[src/rtl/lpm_pkg.sv]
package lpm_pkg;
   typedef enum logic [1:0] {
      PS_RUN  = 2'd0,
      PS_SOFT = 2'd1,
      PS_HARD = 2'd2,
      PS_STAB = 2'd3
   } pstate_e;

   typedef enum logic [1:0] {
      RA_NONE    = 2'd0,
      RA_RESTART = 2'd1,
      RA_VECTOR  = 2'd2,
      RA_NEXT    = 2'd3
   } resume_e;
endpackage

[src/rtl/lpm_wake_sel.sv]
module lpm_wake_sel
   import lpm_pkg::*;
(
   input  logic    core_rst_i,
   input  logic    host_wr_i,
   input  logic    ibf_ie_i,
   output logic    wake_o,
   output resume_e act_o
);
   // Reset outranks a host write
   always_comb begin
      wake_o = core_rst_i | host_wr_i;
      if (core_rst_i)
         act_o = RA_RESTART;
      else if (host_wr_i)
         act_o = ibf_ie_i ? RA_VECTOR : RA_NEXT;
      else
         act_o = RA_NONE;
   end
endmodule

[src/rtl/lpm_stab_timer.sv]
module lpm_stab_timer #(
   parameter int CNT_W = 8
) (
   input  logic             clk,
   input  logic             rst_n,
   input  logic             load_i,
   input  logic [CNT_W-1:0] load_val_i,
   input  logic             run_i,
   output logic             done_o
);
   initial begin : p_chk
      assert (CNT_W >= 1 && CNT_W <= 32)
         else $error("lpm_stab_timer: CNT_W out of range");
   end

   logic [CNT_W-1:0] cnt_q;

   always_ff @(posedge clk or negedge rst_n) begin
      if (!rst_n)
         cnt_q <= '0;
      else if (load_i)
         cnt_q <= load_val_i;
      else if (run_i && cnt_q != '0)
         cnt_q <= cnt_q - 1'b1;
   end

   assign done_o = (cnt_q == '0);

   // a load of zero expires at once
   a_r7_zero_load: assert property (@(posedge clk) disable iff (!rst_n)
      (load_i && load_val_i == '0) |=> done_o);
endmodule

[src/rtl/lpm_clk_en.sv]
module lpm_clk_en
   import lpm_pkg::*;
(
   input  pstate_e st_i,
   output logic    alu_en_o,
   output logic    tmr_en_o,
   output logic    osc_en_o
);
   always_comb begin
      unique case (st_i)
         PS_RUN:  begin alu_en_o = 1'b1; tmr_en_o = 1'b1; osc_en_o = 1'b1; end
         PS_SOFT: begin alu_en_o = 1'b0; tmr_en_o = 1'b1; osc_en_o = 1'b1; end
         PS_HARD: begin alu_en_o = 1'b0; tmr_en_o = 1'b0; osc_en_o = 1'b0; end
         default: begin alu_en_o = 1'b0; tmr_en_o = 1'b0; osc_en_o = 1'b1; end
      endcase
   end
endmodule

[src/rtl/lpm_fsm.sv]
module lpm_fsm
   import lpm_pkg::*;
(
   input  logic    clk,
   input  logic    rst_n,
   input  logic    halt_i,
   input  logic    stop_i,
   input  logic    core_rst_i,
   input  logic    host_wr_i,
   input  logic    ibf_ie_i,
   input  logic    wake_i,
   input  resume_e wake_act_i,
   input  logic    done_i,
   output logic    load_o,
   output logic    run_timer_o,
   output pstate_e st_o,
   output logic    vld_o,
   output resume_e act_o
);
   pstate_e st_q, st_d;
   resume_e pend_q, pend_d;
   resume_e act_q, act_d;
   logic    vld_q, vld_d;

   always_comb begin
      st_d   = st_q;
      pend_d = pend_q;
      vld_d  = 1'b0;
      act_d  = RA_NONE;
      load_o = 1'b0;
      unique case (st_q)
         PS_RUN: begin
            if (!core_rst_i) begin
               if (stop_i)      st_d = PS_HARD;
               else if (halt_i) st_d = PS_SOFT;
            end
         end
         PS_SOFT: begin
            if (wake_i) begin
               st_d  = PS_RUN;
               vld_d = 1'b1;
               act_d = wake_act_i;
            end
         end
         PS_HARD: begin
            if (wake_i) begin
               st_d   = PS_STAB;
               pend_d = wake_act_i;
               load_o = 1'b1;
            end
         end
         default: begin
            if (core_rst_i) pend_d = RA_RESTART;
            if (done_i) begin
               st_d  = PS_RUN;
               vld_d = 1'b1;
               act_d = core_rst_i ? RA_RESTART : pend_q;
            end
         end
      endcase
   end

   always_ff @(posedge clk or negedge rst_n) begin
      if (!rst_n) begin
         st_q   <= PS_RUN;
         pend_q <= RA_NONE;
         vld_q  <= 1'b0;
         act_q  <= RA_NONE;
      end else begin
         st_q   <= st_d;
         pend_q <= pend_d;
         vld_q  <= vld_d;
         act_q  <= act_d;
      end
   end

   assign run_timer_o = (st_q == PS_STAB);
   assign st_o        = st_q;
   assign vld_o       = vld_q;
   assign act_o       = act_q;

   a_r1_halt_soft: assert property (@(posedge clk) disable iff (!rst_n)
      (st_q == PS_RUN && halt_i && !stop_i && !core_rst_i) |=> st_q == PS_SOFT);
   a_r2_stop_hard: assert property (@(posedge clk) disable iff (!rst_n)
      (st_q == PS_RUN && stop_i && !core_rst_i) |=> st_q == PS_HARD);
   a_r3_rst_blocks: assert property (@(posedge clk) disable iff (!rst_n)
      (st_q == PS_RUN && core_rst_i) |=> st_q == PS_RUN);
   a_r4_host_vector: assert property (@(posedge clk) disable iff (!rst_n)
      (st_q == PS_SOFT && !core_rst_i && host_wr_i && ibf_ie_i) |=> (vld_q && act_q == RA_VECTOR));
   a_r5_rst_restart: assert property (@(posedge clk) disable iff (!rst_n)
      (st_q == PS_SOFT && core_rst_i) |=> (vld_q && act_q == RA_RESTART));
   a_r7_hold_stab: assert property (@(posedge clk) disable iff (!rst_n)
      (st_q == PS_STAB && !done_i) |=> st_q == PS_STAB);
   a_r7_no_skip: assert property (@(posedge clk) disable iff (!rst_n)
      (st_q == PS_HARD) |=> st_q != PS_RUN);
   a_r9_idle_wake: assert property (@(posedge clk) disable iff (!rst_n)
      (st_q == PS_RUN && !halt_i && !stop_i) |=> (st_q == PS_RUN && !vld_q));
   a_r10_one_pulse: assert property (@(posedge clk) disable iff (!rst_n)
      vld_q |=> !vld_q);
   a_r10_act_quiet: assert property (@(posedge clk) disable iff (!rst_n)
      (act_q != RA_NONE) |-> (vld_q && st_q == PS_RUN));
endmodule

[src/rtl/lpm_wake_ctrl.sv]
module lpm_wake_ctrl
   import lpm_pkg::*;
#(
   parameter int CNT_W = 8
) (
   input  logic             clk,
   input  logic             rst_n,
   input  logic             halt_i,
   input  logic             stop_i,
   input  logic             core_rst_i,
   input  logic             host_wr_i,
   input  logic             ibf_ie_i,
   input  logic [CNT_W-1:0] stab_cycles_i,
   output logic             alu_clk_en_o,
   output logic             tmr_clk_en_o,
   output logic             osc_en_o,
   output logic             resume_vld_o,
   output logic [1:0]       resume_act_o,
   output logic [1:0]       state_o
);
   logic    wake, load, run_tmr, done;
   resume_e wake_act, act;
   pstate_e st;

   lpm_wake_sel u_sel (
      .core_rst_i (core_rst_i),
      .host_wr_i  (host_wr_i),
      .ibf_ie_i   (ibf_ie_i),
      .wake_o     (wake),
      .act_o      (wake_act)
   );

   lpm_stab_timer #(.CNT_W(CNT_W)) u_tmr (
      .clk        (clk),
      .rst_n      (rst_n),
      .load_i     (load),
      .load_val_i (stab_cycles_i),
      .run_i      (run_tmr),
      .done_o     (done)
   );

   lpm_fsm u_fsm (
      .clk         (clk),
      .rst_n       (rst_n),
      .halt_i      (halt_i),
      .stop_i      (stop_i),
      .core_rst_i  (core_rst_i),
      .host_wr_i   (host_wr_i),
      .ibf_ie_i    (ibf_ie_i),
      .wake_i      (wake),
      .wake_act_i  (wake_act),
      .done_i      (done),
      .load_o      (load),
      .run_timer_o (run_tmr),
      .st_o        (st),
      .vld_o       (resume_vld_o),
      .act_o       (act)
   );

   lpm_clk_en u_en (
      .st_i     (st),
      .alu_en_o (alu_clk_en_o),
      .tmr_en_o (tmr_clk_en_o),
      .osc_en_o (osc_en_o)
   );

   assign resume_act_o = act;
   assign state_o      = st;

   // ALU clock only returns through a pulse-marked entry to run state
   a_r7_alu_rise: assert property (@(posedge clk) disable iff (!rst_n)
      $rose(alu_clk_en_o) |-> resume_vld_o);
endmodule

[config.mk]
export PLATFORM = sky130hd
export DESIGN_NAME = lpm_wake_ctrl
export DESIGN_NICKNAME = d
export VERILOG_FILES = /design/src/rtl/lpm_pkg.sv /design/src/rtl/lpm_wake_sel.sv /design/src/rtl/lpm_stab_timer.sv /design/src/rtl/lpm_clk_en.sv /design/src/rtl/lpm_fsm.sv /design/src/rtl/lpm_wake_ctrl.sv
export SDC_FILE = /design/constraint.sdc
export NUM_CORES = 1
export LEC_CHECK = 0
export ABC_AREA = 0
export BUFFER_PORTS_ARGS = -buffer_cell sky130_fd_sc_hd__buf_4
export CAP_MARGIN = 20
export CORE_MARGIN = 3
export CORE_UTILIZATION = 50
export DETAILED_ROUTE_END_ITERATION = 8
export GPL_TIMING_DRIVEN = 1
export PLACE_DENSITY = 0.77
export SLEW_MARGIN = 20
export SYNTH_ARGS = -nofsm -noshare
export SYNTH_HDL_FRONTEND = slang
export SYNTH_SLANG_ARGS = --single-unit
[constraint.sdc]
create_clock -name clk -period 2.2 [get_ports clk]
set_clock_uncertainty 0.15 [all_clocks]
set_input_delay 0.11 -clock clk [delete_from_list [all_inputs] [get_ports clk]]
set_output_delay 0.11 -clock clk [all_outputs]
set_load 0.01 [all_outputs]
; ---- Word-level counts from Yosys, hierarchy flattened
; Index checks and enable logic that the tools add are counted.
[totals]
ff_bits = 15
inputBits = 15
output_inout_bits = 8
elab_cells = 50
[op_classes]
add_sub_neg = 1
eq_ne = 7
mux = 25
bitwise = 2
reduce_logical = 10
[ops]
columns = cell, n
row1 = $mux 2, 12
row2 = $mux 8, 2
row3 = $logic_not 8->1, 1
row4 = $pmux 2 s2, 2
row5 = $reduce_bool 8->1, 1
row6 = $sub 8x1->8 const B, 1
row7 = $mux 1, 7
row8 = $ne 2x2->1 const B, 3
row9 = $pmux 2 s3, 1
row10 = $reduce_and 5->1, 1
row11 = $eq 2x2->1 const B, 2
row12 = $reduce_bool 4->1, 1
row13 = $reduce_or 2->1, 2
row14 = $ne 3x3->1 const B, 1
row15 = $eq 2x1->1 const B, 1
row16 = $logic_not 2->1, 1
row17 = $pmux 1 s2, 1
row18 = $reduce_and 2->1, 1
row19 = $reduce_bool 2->1, 1
row20 = $logic_and 1x1->1, 1
row21 = $not 1->1, 1
row22 = $or 1x1->1, 1

; ---- Depth between registers and ports, before layout
[logic_depth]
word_depth = 5
ltp_mapped = 6
ltp_nobuf = 6

; ---- Cells and area by module
; Synthesis repeated with hierarchy kept, for this count alone.
[hier_totals]
cells_unflattened = 99
area_unflattened_um2 = 904.6
[modules_own_cells]
columns = module, instances, cells_per_inst, area_per_inst_um2, seq_area_each_um2
row1 = lpm_stab_timer, 1, 58, 528.0, 200.2
row2 = lpm_fsm, 1, 34, 335.3, 175.2
row3 = lpm_wake_sel, 1, 4, 27.5, 0.0
row4 = lpm_clk_en, 1, 3, 13.8, 0.0

; ---- Worst setup path after synthesis
; No wires, ideal clock.
[synth_path]
path_kind = reg2reg
from = reg u_fsm.st_q[1], in the netlist u_fsm.st_o[1]
to = reg u_tmr.cnt_q[5]
setup_time_ps = 71
arrival_ps = 1554
required_time_ps = 1979
setup_slack_ps = 426
path_stages_with_launch = 6
path_buffers = 1
synth_period_minus_slack_ps = 1774
cell_sequence = dfrtp_1 > buf_6 > nand2_4 > or4_4 > or4b_1 > nand3_1
[synth_between]
elab_chain_cells = 3
elab_cells_between_ends = 6
classes_between = eq/ne: 2 / mux: 2 / reduce/logical: 2
[synth_rtl]
columns = element, line_no
row1 = start: declaration, lpm_fsm.sv:20  ; pstate_e st_q, st_d;
row2 = start signal: assignment, lpm_fsm.sv:70  ; st_q <= st_d;
row3 = "$eq 2x2->1, on equally long branches", "lpm_fsm.sv:31, lpm_fsm.sv:77"
row4 = $mux 1 or $logic_and 1x1->1 (tied branches), "lpm_fsm.sv:31, lpm_stab_timer.sv:23"
row5 = $mux 8 or $reduce_bool 2->1 (tied branches), --
row6 = end signal: assignment, lpm_stab_timer.sv:22  ; cnt_q <= load_val_i;
row7 = end signal: assignment, lpm_stab_timer.sv:24  ; cnt_q <= cnt_q - 1'b1;
row8 = end: declaration, lpm_stab_timer.sv:16  ; logic [CNT_W-1:0] cnt_q;
; Parallel ways exist; a longest one is shown, timed or not.
; A chain may end at the register's enable or synchronous reset.

; ---- Worst setup path after layout
[layout_path]
from = reg u_tmr.cnt_q[0]
to = reg u_fsm.act_q[0], in the netlist u_fsm.act_o[0]
[layout_between]
elab_chain_cells = 3
[layout_rtl]
columns = element, line_no
row1 = $logic_not 8->1, lpm_stab_timer.sv:27  ; assign done_o = (cnt_q == '0);
row2 = $mux 2, lpm_fsm.sv:54  ; if (done_i) begin
row3 = $pmux 2 s2, lpm_fsm.sv:31  ; unique case (st_q)
row4 = via u_fsm.act_d[0], lpm_fsm.sv:22  ; resume_e act_q, act_d;
row5 = end signal: assignment, lpm_fsm.sv:73  ; act_q <= act_d;
row6 = end: declaration, lpm_fsm.sv:22
; The timed path passes the listed nets, and every way through them passes these cells.

==> results.cfg <==
[status]
outcome = completed

[min_path]
min-delay-start = host_wr_i
min_path_cells = 3
hp-class = input pin to flip-flop
min_to = u_fsm.pend_q[1]

[sta]
drv_slew = 0
setup_viol = 0
hold_violations = 0
rsz0062_at_grt = false
worst_pin_slew_ps = 622.5
slew_headroom_pct = 58.22
min_period_ps = 1959
fin_ws_ps = 240.5
fin_tns_setup_ps = 0
whs_ps = 17.04
post-route-period-util_pct = 89.07
fmax_mhz = 510.3

[floorplan]
design.core.area_um2 = 1559
ios = 23
rows = 14
fp.dieW_um = 47.28
die_h_um = 47.28
dieArea_um2 = 2235
initial_core_util_pct = 54.65

[place]
hpwl_um = 1388
place_congestion = 0.8451
io_buffers = 22
detailedPlace.worstSlack_ps = 283.3

[synthesis]
synth.ff_latch_count = 15
synth_area_um2 = 852.1
synth_nets = 111
ys_seq_area_share_pct = 44.05
ys_top_cells_by_area = dfrtp_1, a21oi_1, nor2_1
synthesis.instances = 95
avgSynthCellArea_um2 = 8.969
synth_cell_types = 34
synth_top_area_cell = dfrtp_1
yosys_warnings = 0
yosysTopAreaCellShare_pct = 44.05

[finish]
drive_above_1_share_pct = 23.48
syn_to_final_growth_pct = 38.33
diodes = 0
layout.nets = 149
fillers = 117

[grt]
grt_max_degree = 16
antenna_found_initial = 0
grt_usage_pct = 22.46
grt_pass1_wl_um = 3484
grt.overflow.total = 0
grt_pass1_vias = 796

[worst_setup_path]
cp-start-kind = flip-flop
r2r_slack_ps = 240
cp_data_required_time_ps = 2280
slowest_delay_ps = 500
timing.rr.end = u_fsm.act_o[0]
r2r_cells = 6
worstReg2RegStart = u_tmr.cnt_q[0]
cp-end-kind = flip-flop
path_cells = inv_1, ha_1, nand4b_1, or4_1, a21oi_1, a211o_2
path_class = flip-flop to flip-flop
crit_slowest_cell = or4_1
cp_max_fo = 7
arrival_ps = 2040

[routing]
final_antenna_net_count = 0
wl_um = 2036
drc_errors = 0
wire_per_inst_um = 13.76
via_per_inst = 5.764
dr.pass1.iters = 4
routed-via-count = 853
drt-initial-drc-count = 15

[cts]
cts_root_buf = clkbuf_4
cts_tree = built
cts_buffers = 3
clock_sinks = 15
cts_buffer_depth = 2
post_cts_resize_count = 0
clk_pin_slew_worst_paths_ps = 90
clock_latency_ps = 280
h-tree-depth = 1

[power_and_ir_drop]
powerDensity_nw_per_um2 = 1108
total_leakage_power_nw = 0.5354
peakVddDrop_uv = 821.5

[flow_run]
maxCapViolCount = 0
[flip-flops by register name, summed over array words and instances (netlist names)]
register,cells
u_fsm.act_o,2
u_fsm.pend_q,2
u_fsm.st_o,2
u_fsm.vld_o,1
u_tmr.cnt_q,8
[metal layers]
layer  wire length (um)  up-vias  global-route usage (%)
li1                   -      427                       -
met1                922      402                   28.44
met2                968       20                   36.36
met3                102        4                   8.046
met4                 43        0                   5.525
met5                  0        -                       0
[cell usage after synthesis]
cell type	n
dfrtp_1	15
a21oi_1	9
nor2_1	9
inv_1	8
nand2_1	7
nand3_1	6
o21ai_0	6
a31oi_1	2
a41oi_1	2
buf_6	2
clkbuf_1	2
nor3_1	2
o211ai_1	2
o311ai_0	2
or4_1	2
a211o_1	1
a211o_2	1
a21o_1	1
a311o_1	1
a311oi_1	1
and3_1	1
ha_1	1
nand2_4	1
nand3b_1	1
nand4b_1	1
nor2b_1	1
nor4_1	1
o21a_1	1
o21ai_1	1
or3_1	1
or3_4	1
or4_4	1
or4b_1	1
xnor2_1	1
[final cells by class]
class,count,area (um2),area share [%]
Clock buffer,4,26.28,2.229
Inverter,8,30.03,2.548
Multi-Input combinational cell,68,416.7,35.35
Sequential cell,15,375.4,31.85
Tap cell,16,20.02,1.699
Timing Repair Buffer,37,310.3,26.33
[worst max-delay path by stage]
| stage | end | startpoint | slack, ps |
|---|---|---|---|
| detailed placement | u_fsm.act_o[0] | u_tmr.cnt_q[0] | 280 |
| global placement | u_tmr.cnt_q[5] | u_fsm.st_o[1] | 330 |
| floorplan | u_tmr.cnt_q[5] | u_fsm.st_o[1] | 430 |
| global route | u_fsm.act_o[0] | u_tmr.cnt_q[0] | 80 |
| CTS | u_fsm.act_o[0] | u_tmr.cnt_q[0] | 240 |
| finish | u_fsm.act_o[0] | u_tmr.cnt_q[0] | 240 |
[worst max-delay path, delay by kind of cell (launching register included)]
kind,cells,cell delay (ps)
simple gates,2,750
flops,1,410
buf+inv,1,70
fa+ha+maj,1,240
compound gates,2,290
[metrics by stage]
stage	power, mW	utilization [%]	area (um2)	instances
2_1_floorplan	0.9379	-	852.1	95
6_report	1.305	75.60	1179	148
4_1_cts	1.306	75.60	1179	148
5_1_grt	1.429	75.60	1179	148
3_3_place_gp	1.110	65.57	1022	131
3_5_place_dp	1.129	65.57	1022	131
[placed cells by master (no fill, tap or decap), drive strengths merged]
cell type	count
a211o	2
or4b	1
nand2	8
a41oi	2
and3	1
dlygate4sd3	13
clkbuf	4
a21oi	9
nor4	1
o21ai	7
nor3	2
nor2	9
o211ai	2
or4	3
o311ai	2
inv	8
a311oi	1
xnor2	1
a21o	1
nand3	6
a311o	1
nand4b	1
or3	2
a31oi	2
buf	24
nand3b	1
dfrtp	15
o21a	1
nor2b	1
ha	1
[report_power, final]
group / switching (mW) / internal (mW) / leakage (nW)
sequential: 0.146 / 0.387 / 0.178
combinational: 0.312 / 0.306 / 0.343
clock: 0.0843 / 0.0705 / 0.0150
total: 0.542 / 0.763 / 0.535
[cell families after synthesis]
| kind of cell | synth area share, % |
|---|---|
| AND/OR/NAND/NOR | 23.50 |
| AO/OA/AOI/OAI | 22.91 |
| flip-flops | 44.05 |
| buffers and inverters | 7.049 |
| XOR/XNOR | 1.028 |
| adder cells (fa/ha/maj) | 1.468 |
[repair_timing]
action,in CTS,in global routing
hold buffers,13,0
hold endpoints to repair,27,0
setup buffers,0,0
No activity file was read; power rests on OpenSTA's default activity.
